File: src/rtl/shadow_pwm_pkg.sv
package shadow_pwm_pkg;
    localparam int CTL_W = 16;

    // byte addresses of the register map
    localparam logic [7:0] OFS_COUNT  = 8'h00;
    localparam logic [7:0] OFS_PER    = 8'h08;
    localparam logic [7:0] OFS_CMP    = 8'h0C;
    localparam logic [7:0] OFS_SH_PER = 8'h10;
    localparam logic [7:0] OFS_SH_CMP = 8'h14;
    localparam logic [7:0] OFS_CTL    = 8'h2A;

    // control register bit positions
    localparam int BIT_RUN  = 4;
    localparam int BIT_MODE = 9;
endpackage

File: src/rtl/shadow_pwm_timer.sv
module shadow_pwm_timer
    import shadow_pwm_pkg::*;
#(
    parameter int DATA_W = 32
) (
    input  logic              clk,
    input  logic              rst_n,
    input  logic              run_i,
    input  logic              mode_i,
    input  logic [DATA_W-1:0] per_i,
    input  logic [DATA_W-1:0] cmp_i,
    output logic [DATA_W-1:0] count_o,
    output logic              boundary_o,
    output logic              pwm_o
);
    typedef struct packed {
        logic [DATA_W-1:0] cnt;
    } tmr_t;

    tmr_t st_d, st_q;
    logic wrap;

    assign wrap = run_i && (st_q.cnt >= per_i);

    always_comb begin
        st_d = st_q;
        if (run_i) begin
            if (wrap) st_d.cnt = '0;
            else      st_d.cnt = st_q.cnt + DATA_W'(1);
        end
    end

    always_ff @(posedge clk or negedge rst_n) begin
        if (!rst_n) st_q <= '0;
        else        st_q <= st_d;
    end

    assign count_o    = st_q.cnt;
    assign boundary_o = wrap;
    assign pwm_o      = mode_i && ((st_q.cnt < cmp_i) || (cmp_i >= per_i));

    assert_hold_stopped_R3: assert property (@(posedge clk) disable iff (!rst_n)
        !run_i |=> count_o == $past(count_o));

    assert_wrap_zero_R3: assert property (@(posedge clk) disable iff (!rst_n)
        (run_i && count_o >= per_i) |=> count_o == '0);

    assert_step_one_R3: assert property (@(posedge clk) disable iff (!rst_n)
        (run_i && count_o < per_i) |=> count_o == $past(count_o) + DATA_W'(1));
endmodule

File: src/rtl/shadow_pwm_regs.sv
module shadow_pwm_regs
    import shadow_pwm_pkg::*;
#(
    parameter int DATA_W = 32,
    parameter int ADDR_W = 8
) (
    input  logic              clk,
    input  logic              rst_n,
    input  logic [ADDR_W-1:0] addr_i,
    input  logic              we_i,
    input  logic [DATA_W-1:0] wdata_i,
    input  logic [DATA_W-1:0] count_i,
    input  logic              boundary_i,
    output logic [DATA_W-1:0] rdata_o,
    output logic [DATA_W-1:0] per_o,
    output logic [DATA_W-1:0] cmp_o,
    output logic              run_o,
    output logic              mode_o
);
    typedef struct packed {
        logic [CTL_W-1:0]  ctl;
        logic [DATA_W-1:0] per_act;
        logic [DATA_W-1:0] cmp_act;
        logic [DATA_W-1:0] sh_per;
        logic [DATA_W-1:0] sh_cmp;
        logic              pend;
    } regs_t;

    regs_t st_d, st_q;
    logic  running, xfer, shadow_wr;
    logic  hit_per, hit_cmp, hit_sper, hit_scmp, hit_ctl, hit_cnt;

    assign hit_cnt  = addr_i == ADDR_W'(OFS_COUNT);
    assign hit_per  = addr_i == ADDR_W'(OFS_PER);
    assign hit_cmp  = addr_i == ADDR_W'(OFS_CMP);
    assign hit_sper = addr_i == ADDR_W'(OFS_SH_PER);
    assign hit_scmp = addr_i == ADDR_W'(OFS_SH_CMP);
    assign hit_ctl  = addr_i == ADDR_W'(OFS_CTL);

    assign running   = st_q.ctl[BIT_RUN];
    assign xfer      = boundary_i && st_q.pend;
    assign shadow_wr = we_i && (hit_sper || hit_scmp);

    always_comb begin
        st_d = st_q;
        // transfer uses the shadow contents held before this edge
        if (xfer) begin
            st_d.per_act = st_q.sh_per;
            st_d.cmp_act = st_q.sh_cmp;
            st_d.pend    = 1'b0;
        end
        if (we_i) begin
            if (hit_ctl)              st_d.ctl     = wdata_i[CTL_W-1:0];
            if (hit_per && !running)  st_d.per_act = wdata_i;
            if (hit_cmp && !running)  st_d.cmp_act = wdata_i;
            if (hit_sper)             st_d.sh_per  = wdata_i;
            if (hit_scmp)             st_d.sh_cmp  = wdata_i;
            if (shadow_wr)            st_d.pend    = 1'b1;
        end
    end

    always_ff @(posedge clk or negedge rst_n) begin
        if (!rst_n) st_q <= '0;
        else        st_q <= st_d;
    end

    always_comb begin
        rdata_o = '0;
        if (hit_cnt)  rdata_o = count_i;
        if (hit_per)  rdata_o = st_q.per_act;
        if (hit_cmp)  rdata_o = st_q.cmp_act;
        if (hit_sper) rdata_o = st_q.sh_per;
        if (hit_scmp) rdata_o = st_q.sh_cmp;
        if (hit_ctl)  rdata_o = DATA_W'(st_q.ctl);
    end

    assign per_o  = st_q.per_act;
    assign cmp_o  = st_q.cmp_act;
    assign run_o  = running;
    assign mode_o = st_q.ctl[BIT_MODE];

    assert_active_locked_R6: assert property (@(posedge clk) disable iff (!rst_n)
        (running && !boundary_i) |=> ($stable(per_o) && $stable(cmp_o)));

    assert_no_xfer_idle_R7: assert property (@(posedge clk) disable iff (!rst_n)
        (running && !st_q.pend) |=> ($stable(per_o) && $stable(cmp_o)));

    assert_xfer_copy_R7: assert property (@(posedge clk) disable iff (!rst_n)
        (boundary_i && st_q.pend) |=> (per_o == $past(st_q.sh_per) && cmp_o == $past(st_q.sh_cmp)));

    assert_pend_kept_R8: assert property (@(posedge clk) disable iff (!rst_n)
        shadow_wr |=> st_q.pend);
endmodule

File: src/rtl/shadow_pwm.sv
module shadow_pwm
    import shadow_pwm_pkg::*;
#(
    parameter int DATA_W = 32,
    parameter int ADDR_W = 8
) (
    input  logic              clk,
    input  logic              rst_n,
    input  logic [ADDR_W-1:0] bus_addr,
    input  logic              bus_we,
    input  logic [DATA_W-1:0] bus_wdata,
    output logic [DATA_W-1:0] bus_rdata,
    output logic              pwm_out
);
    logic [DATA_W-1:0] count, per, cmp;
    logic              boundary, run, mode;

    shadow_pwm_regs #(.DATA_W(DATA_W), .ADDR_W(ADDR_W)) u_regs (
        .clk        (clk),
        .rst_n      (rst_n),
        .addr_i     (bus_addr),
        .we_i       (bus_we),
        .wdata_i    (bus_wdata),
        .count_i    (count),
        .boundary_i (boundary),
        .rdata_o    (bus_rdata),
        .per_o      (per),
        .cmp_o      (cmp),
        .run_o      (run),
        .mode_o     (mode)
    );

    shadow_pwm_timer #(.DATA_W(DATA_W)) u_timer (
        .clk        (clk),
        .rst_n      (rst_n),
        .run_i      (run),
        .mode_i     (mode),
        .per_i      (per),
        .cmp_i      (cmp),
        .count_o    (count),
        .boundary_o (boundary),
        .pwm_o      (pwm_out)
    );

    assert_low_without_mode_R4: assert property (@(posedge clk) disable iff (!rst_n)
        !mode |-> !pwm_out);
endmodule

File: config.mk
export PLATFORM = sky130hd
export DESIGN_NAME = shadow_pwm
export DESIGN_NICKNAME = d
export VERILOG_FILES = /design/src/rtl/shadow_pwm_pkg.sv /design/src/rtl/shadow_pwm_timer.sv /design/src/rtl/shadow_pwm_regs.sv /design/src/rtl/shadow_pwm.sv
export SDC_FILE = /design/constraint.sdc
export NUM_CORES = 1
export LEC_CHECK = 0
export BUFFER_PORTS_ARGS = -buffer_cell sky130_fd_sc_hd__buf_2
export CAP_MARGIN = 20
export CORE_MARGIN = 2
export CORE_UTILIZATION = 28
export DETAILED_ROUTE_END_ITERATION = 10
export PLACE_DENSITY = 0.53
export SLEW_MARGIN = 20
export SYNTH_ARGS = -nofsm -noshare
export SYNTH_HDL_FRONTEND = slang
export SYNTH_SLANG_ARGS = --single-unit
File: constraint.sdc
create_clock -name clk -period 3.1 [get_ports clk]
set_input_delay 0.62 -clock clk [delete_from_list [all_inputs] [get_ports clk]]
set_output_delay 0.62 -clock clk [all_outputs]
set_load 0.05 [all_outputs]
### Yosys cells after proc, flatten, opt, wreduce, memory -nomap -nowiden

Index checks and enable logic that the tools add are counted.

| storage, ports and cells | value |
|---|---|
| register bits after elaboration | 177 |
| bits in latches | 0 |
| RAM bits | 0 |
| memory bits (read-only) | 0 |
| input port bits | 43 |
| output and inout port bits | 33 |
| word-level logic and storage cells | 44 |
| memories kept | 0 |

| operators by class | value |
|---|---|
| add/sub/neg operators | 1 |
| multiply operators | 0 |
| div/mod/pow operators | 0 |
| magnitude comparators | 3 |
| equality and inequality tests | 5 |
| shift operators | 0 |
| multiplexer cells | 15 |
| bitwise gates (word level) | 0 |
| reductions and logical operators | 13 |

Operators with widths:

| kind | number |
|---|---|
| 32-bit two-way mux | 11 |
| 129-bit two-way mux | 1 |
| 32-bit >= comparator | 2 |
| 64-bit two-way mux | 1 |
| 32-bit by 1-bit adder with 32-bit output (second input constant) | 1 |
| 32-bit < comparator | 1 |
| 8-bit by 4-bit == test with 1-bit output (second input constant) | 2 |
| 8-bit by 5-bit == test with 1-bit output (second input constant) | 2 |
| 8-bit by 6-bit == test with 1-bit output (second input constant) | 1 |
| 8-bit logical NOT | 1 |
| 1-bit logical AND | 6 |
| 2-bit AND reduction | 3 |
| 1-bit logical OR | 2 |
| 1-bit two-way mux | 2 |
| 1-bit logical NOT | 1 |

### Logic depth before layout (Yosys ltp)

| logic depth | value |
|---|---|
| word-level depth | 7 |
| mapped depth | 11 |
| gate-level depth less buffers | 9 |

### By module

Synthesis repeated with hierarchy kept, for this count alone.

| second synthesis, totals | value |
|---|---|
| cells, all modules | 1269 |
| area, all modules | 11827.6 µm² |

By module, submodules not included:

| module | instances | cells each | area each (µm²) | seq. area each (µm²) |
|---|---|---|---|---|
| shadow_pwm_regs | 1 | 803 | 7935.1 | 3628.5 |
| shadow_pwm_timer | 1 | 466 | 3892.5 | 800.8 |

### Worst setup path before layout

No wires, ideal clock.

| path | value |
|---|---|
| path kind | input-to-output |
| from | input port bus_addr[3] |
| to | output port bus_rdata[30] |
| arrival | 2.550 ns |
| required time | 2.480 ns |
| slack | -0.070 ns |
| cell stages on the path | 6 |
| path buffers | 3 |
| path through | clkbuf_1 -> nor2b_1 -> and4_1 -> buf_2 -> clkbuf_1 -> nor3_1 |

| between the ends | value |
|---|---|
| cells in the longest elaborated chain, start to end | 7 |
| elaborated cells on any way between the ends | 12 |
| classes of those cells | eq/ne: 5; mux: 6; reduce/logical: 1 |

RTL lines:

| what | line | RTL |
|---|---|---|
| start: declaration | shadow_pwm.sv:9 | `input logic [ADDR_W-1:0] bus_addr,` |
| 8-bit logical NOT | shadow_pwm_regs.sv:33 | `assign hit_cnt = addr_i == ADDR_W'(OFS_COUNT);` |
| 32-bit two-way mux | shadow_pwm_regs.sv:69 | `if (hit_cnt) rdata_o = count_i;` |
| 32-bit two-way mux | shadow_pwm_regs.sv:70 | `if (hit_per) rdata_o = st_q.per_act;` |
| 32-bit two-way mux | shadow_pwm_regs.sv:71 | `if (hit_cmp) rdata_o = st_q.cmp_act;` |
| 32-bit two-way mux | shadow_pwm_regs.sv:72 | `if (hit_sper) rdata_o = st_q.sh_per;` |
| 32-bit two-way mux | shadow_pwm_regs.sv:73 | `if (hit_scmp) rdata_o = st_q.sh_cmp;` |
| 32-bit two-way mux * | shadow_pwm_regs.sv:74 | `if (hit_ctl) rdata_o = DATA_W'(st_q.ctl);` |
| end: declaration | shadow_pwm.sv:12 | `output logic [DATA_W-1:0] bus_rdata,` |

Mark *: on every way between the ends. The rest lies on a longest branch, timed or not.

### Worst setup path after layout

| path | value |
|---|---|
| from | register u_regs.st_q (netlist bit u_regs.cmp_o[15]) |
| to | output port pwm_out |

| between the ends | value |
|---|---|
| cells in the longest elaborated chain, start to end | 3 |
| elaborated cells on any way between the ends | 4 |
| classes of those cells | order compare: 2; reduce/logical: 2 |

RTL lines:

| what | line | RTL |
|---|---|---|
| start: declaration | shadow_pwm_regs.sv:29 | `regs_t st_d, st_q;` |
| start signal: assignment | shadow_pwm_regs.sv:64 | `else st_q <= st_d;` |
| 32-bit < comparator / 32-bit >= comparator (equally long branches) | shadow_pwm_timer.sv:40 | `assign pwm_o = mode_i && ((st_q.cnt < cmp_i) \|\| (cmp_i >= per_i));` |
| 1-bit logical OR * | shadow_pwm_timer.sv:40 |  |
| 1-bit logical AND * | shadow_pwm_timer.sv:40 |  |
| end: declaration | shadow_pwm.sv:13 | `output logic pwm_out` |

Marked as above.

==> key figures <==
STA
  – PnR worst setup slack: -103 ps
  – Max Clock Skew: 19.6 ps
  – FMAX: 0.312 GHz
  – Final Hold Viols: 0
  – Setup violations, final: 1
  – Period utilization: 1.03
  – RSZ-0062 raised after global routing: yes
  – Worst Max-Slew Pin Slew: 741 ps
  – Rel. slew slack: 0.506
  – Fin crit period: 3200 ps
  – Max-slew violation count: 0
  – Hold Worst Slack: 174 ps
  – TNS Setup: -103 ps

Floorplanning
  – Die Y-Extent: 203 µm
  – Core ar.: 39500 µm²
  – Num rows: 73
  – Die footprint: 41400 µm²
  – Starting Density: 0.282
  – Die width: 203 µm
  – I/O pin count: 76

Worst setup path
  – CP delay by family, top: compound AO/OA/AOI/OAI gates
  – R2r setup slk: 190 ps
  – Crit-path max FO: 4
  – R2R depth: 10
  – Critical Path End Type: output pin
  – CP max stage delay: 410 ps
  – Critical Path RT: 2480 ps
  – RR Startpoint: u_regs.per_o[0]
  – Crit path kind: reg -> out
  – Critical path buffers and inverters: 2
  – Reg-to-reg endpoint: u_regs.cmp_o[20]
  – Slowest cell on crit path: dfrtp_1
  – Crit path cell chain: inv_2 > ha_4 > nand4_1 > nor2_2 > o21ai_2 > a31oi_2 > o21ai_1 > o2111a_1 > o31a_1 > buf_6
  – Critical Path AT: 2580 ps
  – CP Launch Type: register

Clock network
  – Root Buffer Master: clkbuf_16
  – Clock buffer count from CTS: 17
  – H-tree depth reported by CTS: 4
  – Hold_buf cts: 0
  – Clock tree buffer depth: 2
  – Clock sinks: 177
  – Clock input transition at the sequential cells of the worst setup and hold paths: 80 ps
  – CTS tree: built
  – Clock Latency Late Sink: 450 ps

Logic synthesis
  – Top cell type's share of synthesized area: 0.398
  – Synth Flop Type: dfrtp_1
  – Net count after synthesis: 1267
  – Syn Inst Count: 1128
  – Register bit total from synthesis: 177
  – Yosys top cell by area: dfrtp_1
  – Avg Cell Area, Syn: 9.87 µm²
  – Ys async rst share: 1.00
  – Mapped Area: 11100 µm²
  – Synth cell types: 56
  – Synth area leaders: dfrtp_1 (40%), ha_1 (11%), mux2i_1 (8.5%)
  – Number of synthesized flops with an enable pin: 0
  – Synth warn: 0
  – Register area share after synthesis: 0.398

Route
  – Vias per std cell: 4.95
  – Post-Route WL: 31100 µm
  – Routed len/inst: 17.4 µm
  – Drc violations: 0
  – Routed vias: 8814
  – DR iter-0 viols: 497
  – Detailed-router iteration count before antenna repair: 5
  – Post-DRT Antenna Nets: 0

Cells and area
  – # fillers: 4092
  – Inserted Diodes: 0
  – Share of cells above drive strength 1: 0.260
  – Layout Nets: 1383
  – Area grow syn2layout: 21.1%
  – Final std cell area, no fill: 13500 µm²

Power
  – Seq pwr share: 0.457
  – IR Drop Worst-Case VDD: 0.000329 V
  – Pwr dens: 409 nW/µm²
  – Switching Fraction: 0.286
  – Logic pwr share: 0.159
  – Internal: 3.94 mW
  – Net Switching: 1.58 mW
  – Leak: 7.21 nW
  – PnR Total Power: 5.51 mW
  – Clk pwr share: 0.384

Global route
  – Initial antenna violation count: 0
  – Largest net degree at the start of global routing: 66
  – Global-route usage over all layers: 0.153
  – Grt ovf: 0
  – Vias in the first global route: 8839
  – First-pass GRT wire length: 49800 µm

Placed design
  – GP Congestion: 0.806
  – Setup WS pre-CTS: -201 ps
  – I/O Buffers: 75
  – Hpwl dp: 22200 µm
  – Placed Instance Area: 12500 µm²

Status
  – Failing checks: negative setup slack
  – Status: complete, but fails checks

Min path
  – Hold Crit Class: in -> async

Flow run
  – Maxcap violations: 0
synthesized netlist by cell type, drive strengths merged (18+ instances only):
master / instances
inv: 72
nand4: 30
mux2i: 95
a22oi: 33
ha: 96
o21ai: 81
dfrtp: 177
a21o: 18
nor2: 82
nand2: 103
buf: 22
clkbuf: 36
mux2: 81
a21oi: 62
cell type report:
| class | count | area [µm²] | area share |
|---|---|---|---|
| Multi-Input combinational cell | 821 | 6420 | 0.476 |
| Sequential cell | 177 | 4440 | 0.329 |
| Clock buffer | 20 | 447 | 0.0331 |
| Timing Repair Buffer | 155 | 1150 | 0.0850 |
| Tap cell | 525 | 657 | 0.0487 |
| Clock inverter | 12 | 110 | 0.00816 |
| Inverter | 72 | 270 | 0.0200 |
cells by family (layout without fill, tap and decap cells):
family | Yosys count | count (layout) | synth area share
DFF | 177 | 177 | 0.398
AOI/OAI and AO/OA | 249 | 249 | 0.138
xor gates and xnor gates | 27 | 27 | 0.0212
muxes | 176 | 176 | 0.167
adders and majority gates | 96 | 96 | 0.108
buffers and inverters | 130 | 259 | 0.0551
and+or+nand+nor | 273 | 273 | 0.112
metrics by stage:
stage | std cells | util
2_1_floorplan | 1128 | -
3_3_place_gp | 1726 | 0.317
3_5_place_dp | 1726 | 0.317
4_1_cts | 1776 | 0.339
5_1_grt | 1782 | 0.342
6_report | 1782 | 0.342
power by group through the flow:
stage	clock network (mW)	logic, mW	registers [mW]
after CTS	2.18	0.858	2.52
after global placement	0	0.769	2.56
after detailed placement	0	0.780	2.56
final	2.12	0.877	2.52
after floorplan	0	0.471	2.54
after global routing	2.25	0.984	2.54
worst max-delay path by stage:
stage,slack (ps),cells past startpoint,start,to
finish,-100,10,u_regs.cmp_o[15],pwm_out
global route,-260,9,u_regs.per_o[29],pwm_out
CTS,-150,10,u_regs.cmp_o[0],pwm_out
detailed placement,-200,8,u_regs.per_o[6],pwm_out
global placement,-300,8,u_regs.per_o[6],pwm_out
floorplan,20,5,bus_addr[2],bus_rdata[20]
timing repair:
item,in CTS,in global routing
resized for setup,39,12
endpoints found under the setup margin,1,60
pin swaps,20,6
buffers inserted,18,6
cell usage in the layout, fill, tap and decap left out, types with 29 or more instances in the layout:
cell type / instances
buf_2: 70
a21oi_1: 59
o21ai_1: 30
buf_4: 71
dfrtp_1: 171
nand2_1: 102
ha_1: 88
nor2_1: 79
nand4_1: 29
mux2i_1: 95
inv_1: 67
a22oi_1: 33
mux2_2: 80
o21ai_0: 48
per-layer routing:
layer	vias to the layer above	part of all wire	global-route usage
li1	4312	-	-
met1	4331	0.49	0.212
met2	138	0.46	0.246
met3	33	0.024	0.0201
met4	0	0.018	0.0477
met5	-	0	0
state kept, by name, indices dropped and copies added, names as in the netlist:
signal           flops
u_regs.st_q         79
u_regs.cmp_o        32
u_regs.per_o        32
u_timer.count_o     32
u_regs.mode_o        1
u_regs.run_o         1
Note: power is estimated with default switching activity, not from simulation.
